## config.mk

```make
export PLATFORM = sky130hd
export DESIGN_NAME = wiperBusSlave
export DESIGN_NICKNAME = d
export VERILOG_FILES = /design/src/rtl/wbs_pkg.sv /design/src/rtl/wbsSync.sv /design/src/rtl/wbsDatapath.sv /design/src/rtl/wbsControl.sv /design/src/rtl/wiperBusSlave.sv
export SDC_FILE = /design/constraint.sdc
export NUM_CORES = 1
export LEC_CHECK = 0
export ABC_AREA = 1
export BUFFER_PORTS_ARGS = -buffer_cell sky130_fd_sc_hd__clkbuf_2
export CAP_MARGIN = 20
export CELL_PAD_IN_SITES_DETAIL_PLACEMENT = 1
export CELL_PAD_IN_SITES_GLOBAL_PLACEMENT = 1
export CORE_AREA = 5 5 80 82
export DETAILED_ROUTE_END_ITERATION = 12
export DIE_AREA = 0 0 85 87
export HOLD_SLACK_MARGIN = 0.03
export PLACE_DENSITY_LB_ADDON = 0.1
export RECOVER_POWER = 25
export SLEW_MARGIN = 20
export SYNTH_ARGS = -nofsm -noshare
export SYNTH_HDL_FRONTEND = slang
export SYNTH_SLANG_ARGS = --single-unit
```

## constraint.sdc

```tcl
create_clock -name clk -period 2.8 [get_ports clk]
set_clock_uncertainty 0.15 [all_clocks]
set_input_delay 0.14 -clock clk [delete_from_list [all_inputs] [get_ports clk]]
set_output_delay 0.14 -clock clk [all_outputs]
set_load 0.01 [all_outputs]
```

## src/rtl/wbs_pkg.sv

```systemverilog
package wbs_pkg;

  typedef enum logic [3:0] {
    ST_IDLE,
    ST_RX_ID,
    ST_ACK_ID,
    ST_RX_ADDR,
    ST_ACK_ADDR,
    ST_RX_DATA,
    ST_ACK_DATA,
    ST_TX,
    ST_ACK_TX,
    ST_TX_RELOAD,
    ST_IGNORE
  } busState_t;

  // strobes from control to datapath
  typedef struct packed {
    logic shiftIn;
    logic shiftOut;
    logic loadTx;
    logic clrCnt;
    logic latchAddr;
    logic writeByte;
  } dpCtl_t;

endpackage

```

## src/rtl/wbsSync.sv

```systemverilog
module wbsSync #(
  parameter int STAGES = 2,
  parameter bit RESET_VAL = 1'b1
) (
  input  logic clk,
  input  logic rstN,
  input  logic d,
  output logic q
);
  logic [STAGES-1:0] chain;

  always_ff @(posedge clk or negedge rstN) begin
    if (!rstN) chain <= {STAGES{RESET_VAL}};
    else       chain <= {chain[STAGES-2:0], d};
  end

  assign q = chain[STAGES-1];
endmodule

```

## src/rtl/wbsDatapath.sv

```systemverilog
module wbsDatapath
  import wbs_pkg::*;
#(
  parameter int SYNC_STAGES = 2,
  parameter int DATA_W = 8,
  localparam int CNT_W = $clog2(DATA_W + 1)
) (
  input  logic              clk,
  input  logic              rstN,
  input  logic              sclIn,
  input  logic              sdaIn,
  input  dpCtl_t            ctl,
  input  logic [DATA_W-1:0] regRdData,
  output logic              sclRise,
  output logic              sclFall,
  output logic              startSeen,
  output logic              stopSeen,
  output logic              sdaBit,
  output logic [DATA_W-1:0] rxByte,
  output logic              txMsb,
  output logic [CNT_W-1:0]  bitCnt,
  output logic [DATA_W-1:0] regAddr,
  output logic [DATA_W-1:0] regWrData,
  output logic              regWrEn
);
  logic sclS, sdaS, sclD, sdaD;
  logic [DATA_W-1:0] txShift;

  wbsSync #(.STAGES(SYNC_STAGES), .RESET_VAL(1'b1)) u_sclSync (
    .clk(clk), .rstN(rstN), .d(sclIn), .q(sclS));
  wbsSync #(.STAGES(SYNC_STAGES), .RESET_VAL(1'b1)) u_sdaSync (
    .clk(clk), .rstN(rstN), .d(sdaIn), .q(sdaS));

  always_ff @(posedge clk or negedge rstN) begin
    if (!rstN) begin
      sclD <= 1'b1;
      sdaD <= 1'b1;
    end else begin
      sclD <= sclS;
      sdaD <= sdaS;
    end
  end

  assign sclRise   = sclS & ~sclD;
  assign sclFall   = ~sclS & sclD;
  assign startSeen = sclS & sclD & sdaD & ~sdaS;
  assign stopSeen  = sclS & sclD & ~sdaD & sdaS;
  assign sdaBit    = sdaS;
  assign txMsb     = txShift[DATA_W-1];

  always_ff @(posedge clk or negedge rstN) begin
    if (!rstN) begin
      rxByte <= '0;
      bitCnt <= '0;
    end else begin
      if (ctl.shiftIn) rxByte <= {rxByte[DATA_W-2:0], sdaS};
      if (ctl.clrCnt) bitCnt <= '0;
      else if (ctl.shiftIn || ctl.shiftOut) bitCnt <= bitCnt + 1'b1;
    end
  end

  always_ff @(posedge clk or negedge rstN) begin
    if (!rstN) txShift <= {DATA_W{1'b1}};
    else if (ctl.loadTx) txShift <= regRdData;
    else if (ctl.shiftOut) txShift <= {txShift[DATA_W-2:0], 1'b1};
  end

  always_ff @(posedge clk or negedge rstN) begin
    if (!rstN) begin
      regAddr   <= '0;
      regWrData <= '0;
      regWrEn   <= 1'b0;
    end else begin
      regWrEn <= ctl.writeByte;
      if (ctl.latchAddr) regAddr <= rxByte;
      if (ctl.writeByte) regWrData <= rxByte;
    end
  end
endmodule

```

## src/rtl/wbsControl.sv

```systemverilog
module wbsControl
  import wbs_pkg::*;
#(
  parameter int DATA_W = 8,
  parameter int PIN_W = 3,
  parameter logic [DATA_W-PIN_W-2:0] DEV_CODE = 4'b0101,
  localparam int CNT_W = $clog2(DATA_W + 1),
  localparam int CODE_W = DATA_W - PIN_W - 1
) (
  input  logic              clk,
  input  logic              rstN,
  input  logic              sclRise,
  input  logic              sclFall,
  input  logic              startSeen,
  input  logic              stopSeen,
  input  logic              sdaBit,
  input  logic [DATA_W-1:0] rxByte,
  input  logic              txMsb,
  input  logic [CNT_W-1:0]  bitCnt,
  input  logic [PIN_W-1:0]  devSel,
  output dpCtl_t            ctl,
  output logic              sdaPullLow,
  output logic              commitPulse
);
  busState_t state, nextState;
  logic readMode, wrPending, captureRw;
  logic byteDone, lastTxBit, idMatch;

  assign byteDone  = sclFall && (bitCnt == CNT_W'(DATA_W));
  assign lastTxBit = (bitCnt == CNT_W'(DATA_W - 1));
  assign idMatch   = (rxByte[DATA_W-1 -: CODE_W] == DEV_CODE) &&
                     (rxByte[PIN_W:1] == devSel);

  always_comb begin
    nextState = state;
    ctl       = '0;
    captureRw = 1'b0;
    if (stopSeen) begin
      nextState = ST_IDLE;
    end else if (startSeen) begin
      nextState  = ST_RX_ID;
      ctl.clrCnt = 1'b1;
    end else begin
      unique case (state)
        ST_RX_ID: begin
          if (sclRise) ctl.shiftIn = 1'b1;
          else if (byteDone) begin
            captureRw = idMatch;
            nextState = idMatch ? ST_ACK_ID : ST_IGNORE;
          end
        end
        ST_ACK_ID: begin
          if (sclFall) begin
            ctl.clrCnt = 1'b1;
            if (readMode) begin
              ctl.loadTx = 1'b1;
              nextState  = ST_TX;
            end else begin
              nextState = ST_RX_ADDR;
            end
          end
        end
        ST_RX_ADDR: begin
          if (sclRise) ctl.shiftIn = 1'b1;
          else if (byteDone) begin
            ctl.latchAddr = 1'b1;
            nextState     = ST_ACK_ADDR;
          end
        end
        ST_ACK_ADDR: begin
          if (sclFall) begin
            ctl.clrCnt = 1'b1;
            nextState  = ST_RX_DATA;
          end
        end
        ST_RX_DATA: begin
          if (sclRise) ctl.shiftIn = 1'b1;
          else if (byteDone) begin
            ctl.writeByte = 1'b1;
            nextState     = ST_ACK_DATA;
          end
        end
        ST_ACK_DATA: begin
          if (sclFall) nextState = ST_IGNORE;
        end
        ST_TX: begin
          if (sclFall) begin
            if (lastTxBit) nextState = ST_ACK_TX;
            else ctl.shiftOut = 1'b1;
          end
        end
        ST_ACK_TX: begin
          if (sclRise) nextState = sdaBit ? ST_IGNORE : ST_TX_RELOAD;
        end
        ST_TX_RELOAD: begin
          if (sclFall) begin
            ctl.clrCnt = 1'b1;
            ctl.loadTx = 1'b1;
            nextState  = ST_TX;
          end
        end
        default: ;
      endcase
    end
  end

  always_ff @(posedge clk or negedge rstN) begin
    if (!rstN) begin
      state       <= ST_IDLE;
      readMode    <= 1'b0;
      wrPending   <= 1'b0;
      commitPulse <= 1'b0;
    end else begin
      state       <= nextState;
      commitPulse <= stopSeen && wrPending;
      if (captureRw) readMode <= rxByte[0];
      if (stopSeen) wrPending <= 1'b0;
      else if (ctl.writeByte) wrPending <= 1'b1;
    end
  end

  always_comb begin
    unique case (state)
      ST_ACK_ID, ST_ACK_ADDR, ST_ACK_DATA: sdaPullLow = 1'b1;
      ST_TX:                               sdaPullLow = ~txMsb;
      default:                             sdaPullLow = 1'b0;
    endcase
  end
endmodule

```

## src/rtl/wiperBusSlave.sv

```systemverilog
module wiperBusSlave
  import wbs_pkg::*;
#(
  parameter int SYNC_STAGES = 2,
  parameter int DATA_W = 8,
  parameter int PIN_W = 3,
  parameter logic [DATA_W-PIN_W-2:0] DEV_CODE = 4'b0101,
  localparam int CNT_W = $clog2(DATA_W + 1)
) (
  input  logic              clk,
  input  logic              rstN,
  input  logic              sclIn,
  input  logic              sdaIn,
  input  logic [PIN_W-1:0]  devSel,
  output logic              sdaPullLow,
  output logic [DATA_W-1:0] regAddr,
  output logic [DATA_W-1:0] regWrData,
  output logic              regWrEn,
  input  logic [DATA_W-1:0] regRdData,
  output logic              commitPulse
);
  dpCtl_t ctl;
  logic sclRise, sclFall, startSeen, stopSeen, sdaBit, txMsb;
  logic [DATA_W-1:0] rxByte;
  logic [CNT_W-1:0] bitCnt;

  wbsDatapath #(.SYNC_STAGES(SYNC_STAGES), .DATA_W(DATA_W)) u_dp (
    .clk(clk), .rstN(rstN), .sclIn(sclIn), .sdaIn(sdaIn), .ctl(ctl),
    .regRdData(regRdData), .sclRise(sclRise), .sclFall(sclFall),
    .startSeen(startSeen), .stopSeen(stopSeen), .sdaBit(sdaBit),
    .rxByte(rxByte), .txMsb(txMsb), .bitCnt(bitCnt), .regAddr(regAddr),
    .regWrData(regWrData), .regWrEn(regWrEn));

  wbsControl #(.DATA_W(DATA_W), .PIN_W(PIN_W), .DEV_CODE(DEV_CODE)) u_ctl (
    .clk(clk), .rstN(rstN), .sclRise(sclRise), .sclFall(sclFall),
    .startSeen(startSeen), .stopSeen(stopSeen), .sdaBit(sdaBit),
    .rxByte(rxByte), .txMsb(txMsb), .bitCnt(bitCnt), .devSel(devSel),
    .ctl(ctl), .sdaPullLow(sdaPullLow), .commitPulse(commitPulse));
endmodule

```

### After elaboration in Yosys (flattened, before gate mapping)

Index checks and enable logic that the tools add are counted.

| word-level totals | value |
|---|---|
| input port bits | 15 |
| register bits after elaboration | 50 |

| operators by class | value |
|---|---|
| add/sub/neg operators | 1 |
| reductions and logical operators | 11 |
| bitwise gates (word level) | 12 |
| equal/unequal tests | 26 |
| muxes and demuxes | 50 |

Operators with widths:

| operator | count |
|---|---|
| 2-to-1 mux 4 bit | 18 |
| inequality test 4 x 2 -> 1 bit (second input constant) | 9 |
| one-hot mux 4 bit (9 select lines) | 1 |
| equality test 4 x 3 -> 1 bit (second input constant) | 6 |
| 2-to-1 mux 1 bit | 19 |
| 2-to-1 mux 8 bit | 2 |
| inequality test 4 x 3 -> 1 bit (second input constant) | 4 |
| AND reduction 14 bit | 1 |
| equality test 4 bit (second input constant) | 3 |
| nonzero test 11 bit | 1 |
| equality test 4 x 2 -> 1 bit (second input constant) | 2 |
| 2-to-1 mux 2 bit | 4 |
| AND 1 bit | 7 |
| 2-to-1 mux 3 bit | 2 |
| 2-to-1 mux 6 bit | 1 |
| nonzero test 2 bit | 3 |
| OR reduction 3 bit | 2 |
| inverter 1 bit | 5 |
| adder 4 x 1 -> 4 bit (second input constant) | 1 |
| equality test 4 x 1 -> 1 bit (second input constant) | 1 |
| one-hot mux 1 bit (2 select lines) | 2 |
| equality test 3 bit | 1 |
| logical AND 1 bit | 3 |
| one-hot mux 1 bit (3 select lines) | 1 |
| logical OR 1 bit | 1 |

### Logic depth before layout (Yosys ltp)

| depth | value |
|---|---|
| depth in word-level cells | 11 |
| mapped depth | 12 |

### Hierarchy

Synthesis repeated with hierarchy kept, for this count alone.

| unflattened totals | value |
|---|---|
| cells, all modules | 304 |
| area total of the unflattened synthesis | 2456.1 µm² |

By module, submodules not included:

| module | times used | area an instance (µm²) | sequential area each (µm²) | cells an instance |
|---|---|---|---|---|
| wbsDatapath | 1 | 1550.2 | 988.4 | 166 |
| wbsControl | 1 | 800.8 | 175.2 | 134 |
| wbsSync | 2 | 52.6 | 52.6 | 2 |

### Worst setup path before layout

OpenSTA, ideal clock, no wires.

| timing | value |
|---|---|
| path type | reg2reg |
| start point | register u_dp.sclD |
| end point | register u_dp.regWrData[7] |
| path buffers | 1 |
| setup time | 118 ps |
| cell stages (with the launch flop) | 9 |
| slack | 1168 ps |
| arrival | 1365 ps |
| path through | dfstp_2 > inv_1 > nor2_2 > nand3_1 > nor2_2 > inv_2 > buf_6 > nand2_1 > o21ai_2 |

RTL lines:

| what | RTL line | source |
|---|---|---|
| from (decl) | wbsDatapath.sv:26 | `logic sclS, sdaS, sclD, sdaD;` |
| from (signal assigned) | wbsDatapath.sv:39 | `sclD <= sclS;` |
| to (signal assigned) | wbsDatapath.sv:76 | `if (ctl.writeByte) regWrData <= rxByte;` |
| to (decl) | wbsDatapath.sv:23 | `output logic [DATA_W-1:0] regWrData,` |

### Worst setup path after layout

| timing | value |
|---|---|
| start point | register u_ctl.state[2] |
| end point | register u_dp.bitCnt[3] |

| on the way | value |
|---|---|
| cells in the longest elaborated chain, start to end | 7 |
| elaborated cells between the ends (all ways) | 17 |
| those cells by class | 7 x eq/ne; 7 x mux; 3 x reduce/logical |

Ends and longest elaborated chain:

| what | RTL line | source |
|---|---|---|
| from (decl) | wbsControl.sv:25 | `busState_t state, nextState;` |
| from (signal assigned) | wbsControl.sv:114 | `state <= nextState;` |
| equality test 4 x 1 -> 1 bit (tied with other cells) | wbsControl.sv:44 | `unique case (state)` |
| OR reduction 3 bit (no source line) | -- |  |
| 2-to-1 mux 1 bit | -- |  |
| 2-to-1 mux 3 bit | wbsControl.sv:40 | `end else if (startSeen) begin` |
| 2-to-1 mux 6 bit * | wbsControl.sv:38 | `if (stopSeen) begin` |
| logical OR 1 bit | wbsDatapath.sv:58 | `else if (ctl.shiftIn \|\| ctl.shiftOut) bitCnt <= bitCnt + 1'b1;` |
| nonzero test 2 bit (no source line) | -- |  |
| to (signal assigned) | wbsDatapath.sv:58 |  |
| to (decl) | wbsDatapath.sv:21 | `output logic [CNT_W-1:0] bitCnt,` |

Mark *: on every way between the ends. The rest lies on a longest branch, timed or not.
A chain may end at the register's enable or synchronous reset.

==> flow_summary.ini <==
[synthesis]
synth_fp_nets = 320
ys.flop_type = dfrtp_1
async_reset_ff_share_pct = 100
syn_avg_cell_area_sq_um = 8.22
ys_seq_elements = 50
seq_area_frac_synth_pct = 50.9
synth_area_sq_mm = 0.00249
synth_cell_types = 28
synth-edff-count = 0
syn_inst = 303
synth-warning-count = 0

[global_route]
antenna_found_initial = 0
track_usage_pct = 18.5
first_global_vias = 2347
grt_max_degree = 23
grt_first_pass_wirelength_mm = 11.0
overflow = 0

[setup_path]
cp_slowest_stage_delay_ps = 460
critPathLaunchType = register
cp_data_required_time_ps = 2820
critPathMaxFanout = 19
cp.arrival_ps = 2070
crit_buf_inv = 0
crit_slowest_cell = dfrtp_1
critPathCaptureType = register
cp_common_cell = nand2_1
worstPathCellList = nor2_2 -> nand2_1 -> nand2_2 -> nand3_4 -> nand2_4 -> nand2_1 -> nor2_1 -> nor3_2
cp_top_family = simple AND/OR/NAND/NOR gates
path_class = reg -> reg

[final_layout]
area_growth_pct = 18.0
drive_gt1_share_pct = 23.7
antenna_cells = 0
final_nets = 370
num-fill-cells = 738
multi_input_area_sq_mm = 0.00103
seq_area_sq_mm = 0.00127

[floorplan]
initial_core_util_pct = 43.9
rows = 28
die_area_sq_mm = 0.00740
fp.coreArea_sq_mm = 0.00568
die_y_microns = 87
pin_count = 34
die_w_microns = 85

[clock_tree]
post_cts_resized = 0
cts_buffer_depth = 2
cts_made_buffers = 5
clkSinkCount = 50
root_buffer = clkbuf_8
clkLatencyLatePin_ps = 300
h-tree-depth = 2
clk_pin_slew_ps = 90
cts_tree = yes

[sta]
tightest_slew_ps = 854
min_period_ps = 2040
post-route-period-util_pct = 73.0
finalWorstSetupSlack_ps = 757
relSlewSlack_pct = 43.1
rsz0062_at_grt = no
setup_viol = 0
max_freq_mhz = 489
maxSlewViolCount = 0
hold_viol_final = 0
hold-worst-slack_ps = 176
tns_ps = 0

[power_and_ir_drop]
swShare_pct = 39.7
intPower_mw = 1.37
power_frac_clock_pct = 18.7
leakagePower_nw = 1.51
ir_worst_vdd_uv = 374
p_per_area_mw_per_mm2 = 771
pwr-share-comb_pct = 38.2
power_frac_seq_pct = 43.1
p_sw_uw = 900
p_total_mw = 2.27

[route]
ant_nets = 0
drc = 0
vias_per_cell = 4.91
wl_per_cell_microns = 14.7
first_pass_iters = 4
routed_wl_mm = 6.32
vias = 2106
drtIter0Drc = 60

[place]
dp_worst_setup_slack_ps = 815
port_buffers = 33
hpwl_mm = 4.91
gp_congestion = 0.826

[job]
cap_violations = 0

[outcome]
status = complete, no violations

[min_path]
min_path_type = in -> reg
[state kept, by name (all words and copies together) (netlist names)]
name,cells
u_dp.regAddr,8
u_dp.regWrData,8
u_dp.rxByte,8
u_dp.txShift,8
u_ctl.state,4
u_dp.bitCnt,4
u_dp.u_sclSync.chain,2
u_dp.u_sdaSync.chain,2
u_ctl.commitPulse,1
u_ctl.readMode,1
u_ctl.wrPending,1
u_dp.regWrEn,1
u_dp.sclD,1
u_dp.sdaD,1
[path summary, 6_finish.rpt]
path / startpoint / endpoint / slack (ps) / depth (start not counted)
min reg2reg: u_dp.u_sdaSync.chain[0] / u_dp.u_sdaSync.chain[1] / 220 / 0
max: u_ctl.state[2] / u_dp.bitCnt[3] / 760 / 8
max reg2reg: u_ctl.state[2] / u_dp.bitCnt[3] / 760 / 8
min: devSel[0] / u_ctl.readMode / 180 / 6
min in group asynchronous: rstN / u_dp.regAddr[7] / 280 / 2
max in group asynchronous: rstN / u_dp.regWrData[3] / 1000 / 3
[kinds of logic after synthesis]
group,after synthesis,share of synthesized area [%]
simple gates,163,29.9
flops,50,50.9
buf+inv,48,7.63
compound gates,39,10.1
fa+ha+maj,2,1.00
xor+xnor,1,0.352
[cell usage in the layout, fill, tap and decap left out, types with 2 or more instances in the layout]
| master | synthesis | routed |
|---|---|---|
| nand2_1 | 91 | 91 |
| inv_1 | 42 | 42 |
| dfrtp_1 | 36 | 36 |
| clkbuf_2 | 0 | 32 |
| nor2_1 | 29 | 29 |
| nand3_1 | 14 | 14 |
| dfstp_2 | 14 | 12 |
| o21ai_1 | 11 | 11 |
| dlygate4sd3_1 | 0 | 11 |
| o21ai_2 | 8 | 8 |
| nand2_2 | 7 | 7 |
| o21ai_0 | 7 | 7 |
| o221ai_1 | 6 | 6 |
| nor2_2 | 5 | 5 |
| a21oi_1 | 5 | 5 |
| clkbuf_8 | 0 | 5 |
| inv_2 | 3 | 3 |
| nand3_2 | 3 | 3 |
| nand4_1 | 3 | 3 |
| nor3_1 | 3 | 3 |
| clkbuf_1 | 0 | 3 |
| o211ai_1 | 2 | 2 |
| nand2_4 | 2 | 2 |
| nor3_2 | 2 | 2 |
| ha_1 | 2 | 2 |
| dfstp_1 | 0 | 2 |
[stage by stage]
step | std cells | cell area [sq um] | util [%]
floorplan | 303 | 2490 | -
global placement | 410 | 2740 | 48.3
detailed placement | 410 | 2740 | 48.3
CTS | 429 | 2940 | 51.9
global route | 429 | 2940 | 51.8
finish | 429 | 2940 | 51.8
[power groups by stage]
stage	sequential [mW]	combinational (mW)	clock, mW
after floorplan	0.965	0.645	0
after global placement	0.983	0.843	0
after detailed placement	0.992	0.857	0
after CTS	0.978	0.874	0.440
after global routing	0.995	0.996	0.468
final	0.976	0.866	0.424
[cells in the mapped netlist (5+ instances only)]
| master | instances | area, sq um |
|---|---|---|
| dfstp_2 | 14 | 368 |
| nor2_1 | 29 | 109 |
| nor2_2 | 5 | 31.3 |
| o21ai_1 | 11 | 55.1 |
| inv_1 | 42 | 158 |
| o21ai_2 | 8 | 70.1 |
| dfrtp_1 | 36 | 901 |
| o21ai_0 | 7 | 35.0 |
| nand2_1 | 91 | 342 |
| nand3_1 | 14 | 70.1 |
| a21oi_1 | 5 | 25.0 |
| o221ai_1 | 6 | 52.6 |
| nand2_2 | 7 | 43.8 |
[what timing repair did]
item,in CTS,in global routing
hold buffers,11,0
setup buffers,0,0
endpoints found under the hold margin,56,0
[layer usage]
layer / GRT usage, % / part of all wire, % / routed length, microns / vias to the layer above
met5: 0 / 0 / 0 / -
met4: 4.60 / 0.70 / 44 / 0
met3: 2.84 / 2.0 / 127 / 4
met2: 32.8 / 51 / 3220 / 23
met1: 23.8 / 46 / 2930 / 1025
li1: - / - / - / 1054
[worst min-delay path, delay by kind of cell]
| kind | cells | cell delay [ps] |
|---|---|---|
| buffers and inverters | 1 | 90 |
| AND/OR/NAND/NOR | 4 | 260 |
| AO/OA/AOI/OAI | 1 | 90 |
[final cells by class]
cell class | count | area share (%)
inverter | 45 | 5.75
tap | 75 | 3.19
timing repair buffer | 46 | 9.71
clock inverter | 2 | 0.596
sequential | 50 | 43.2
clock buffer | 6 | 2.47
multi-input combinational | 205 | 35.1
(Power assumes the default switching activity.)
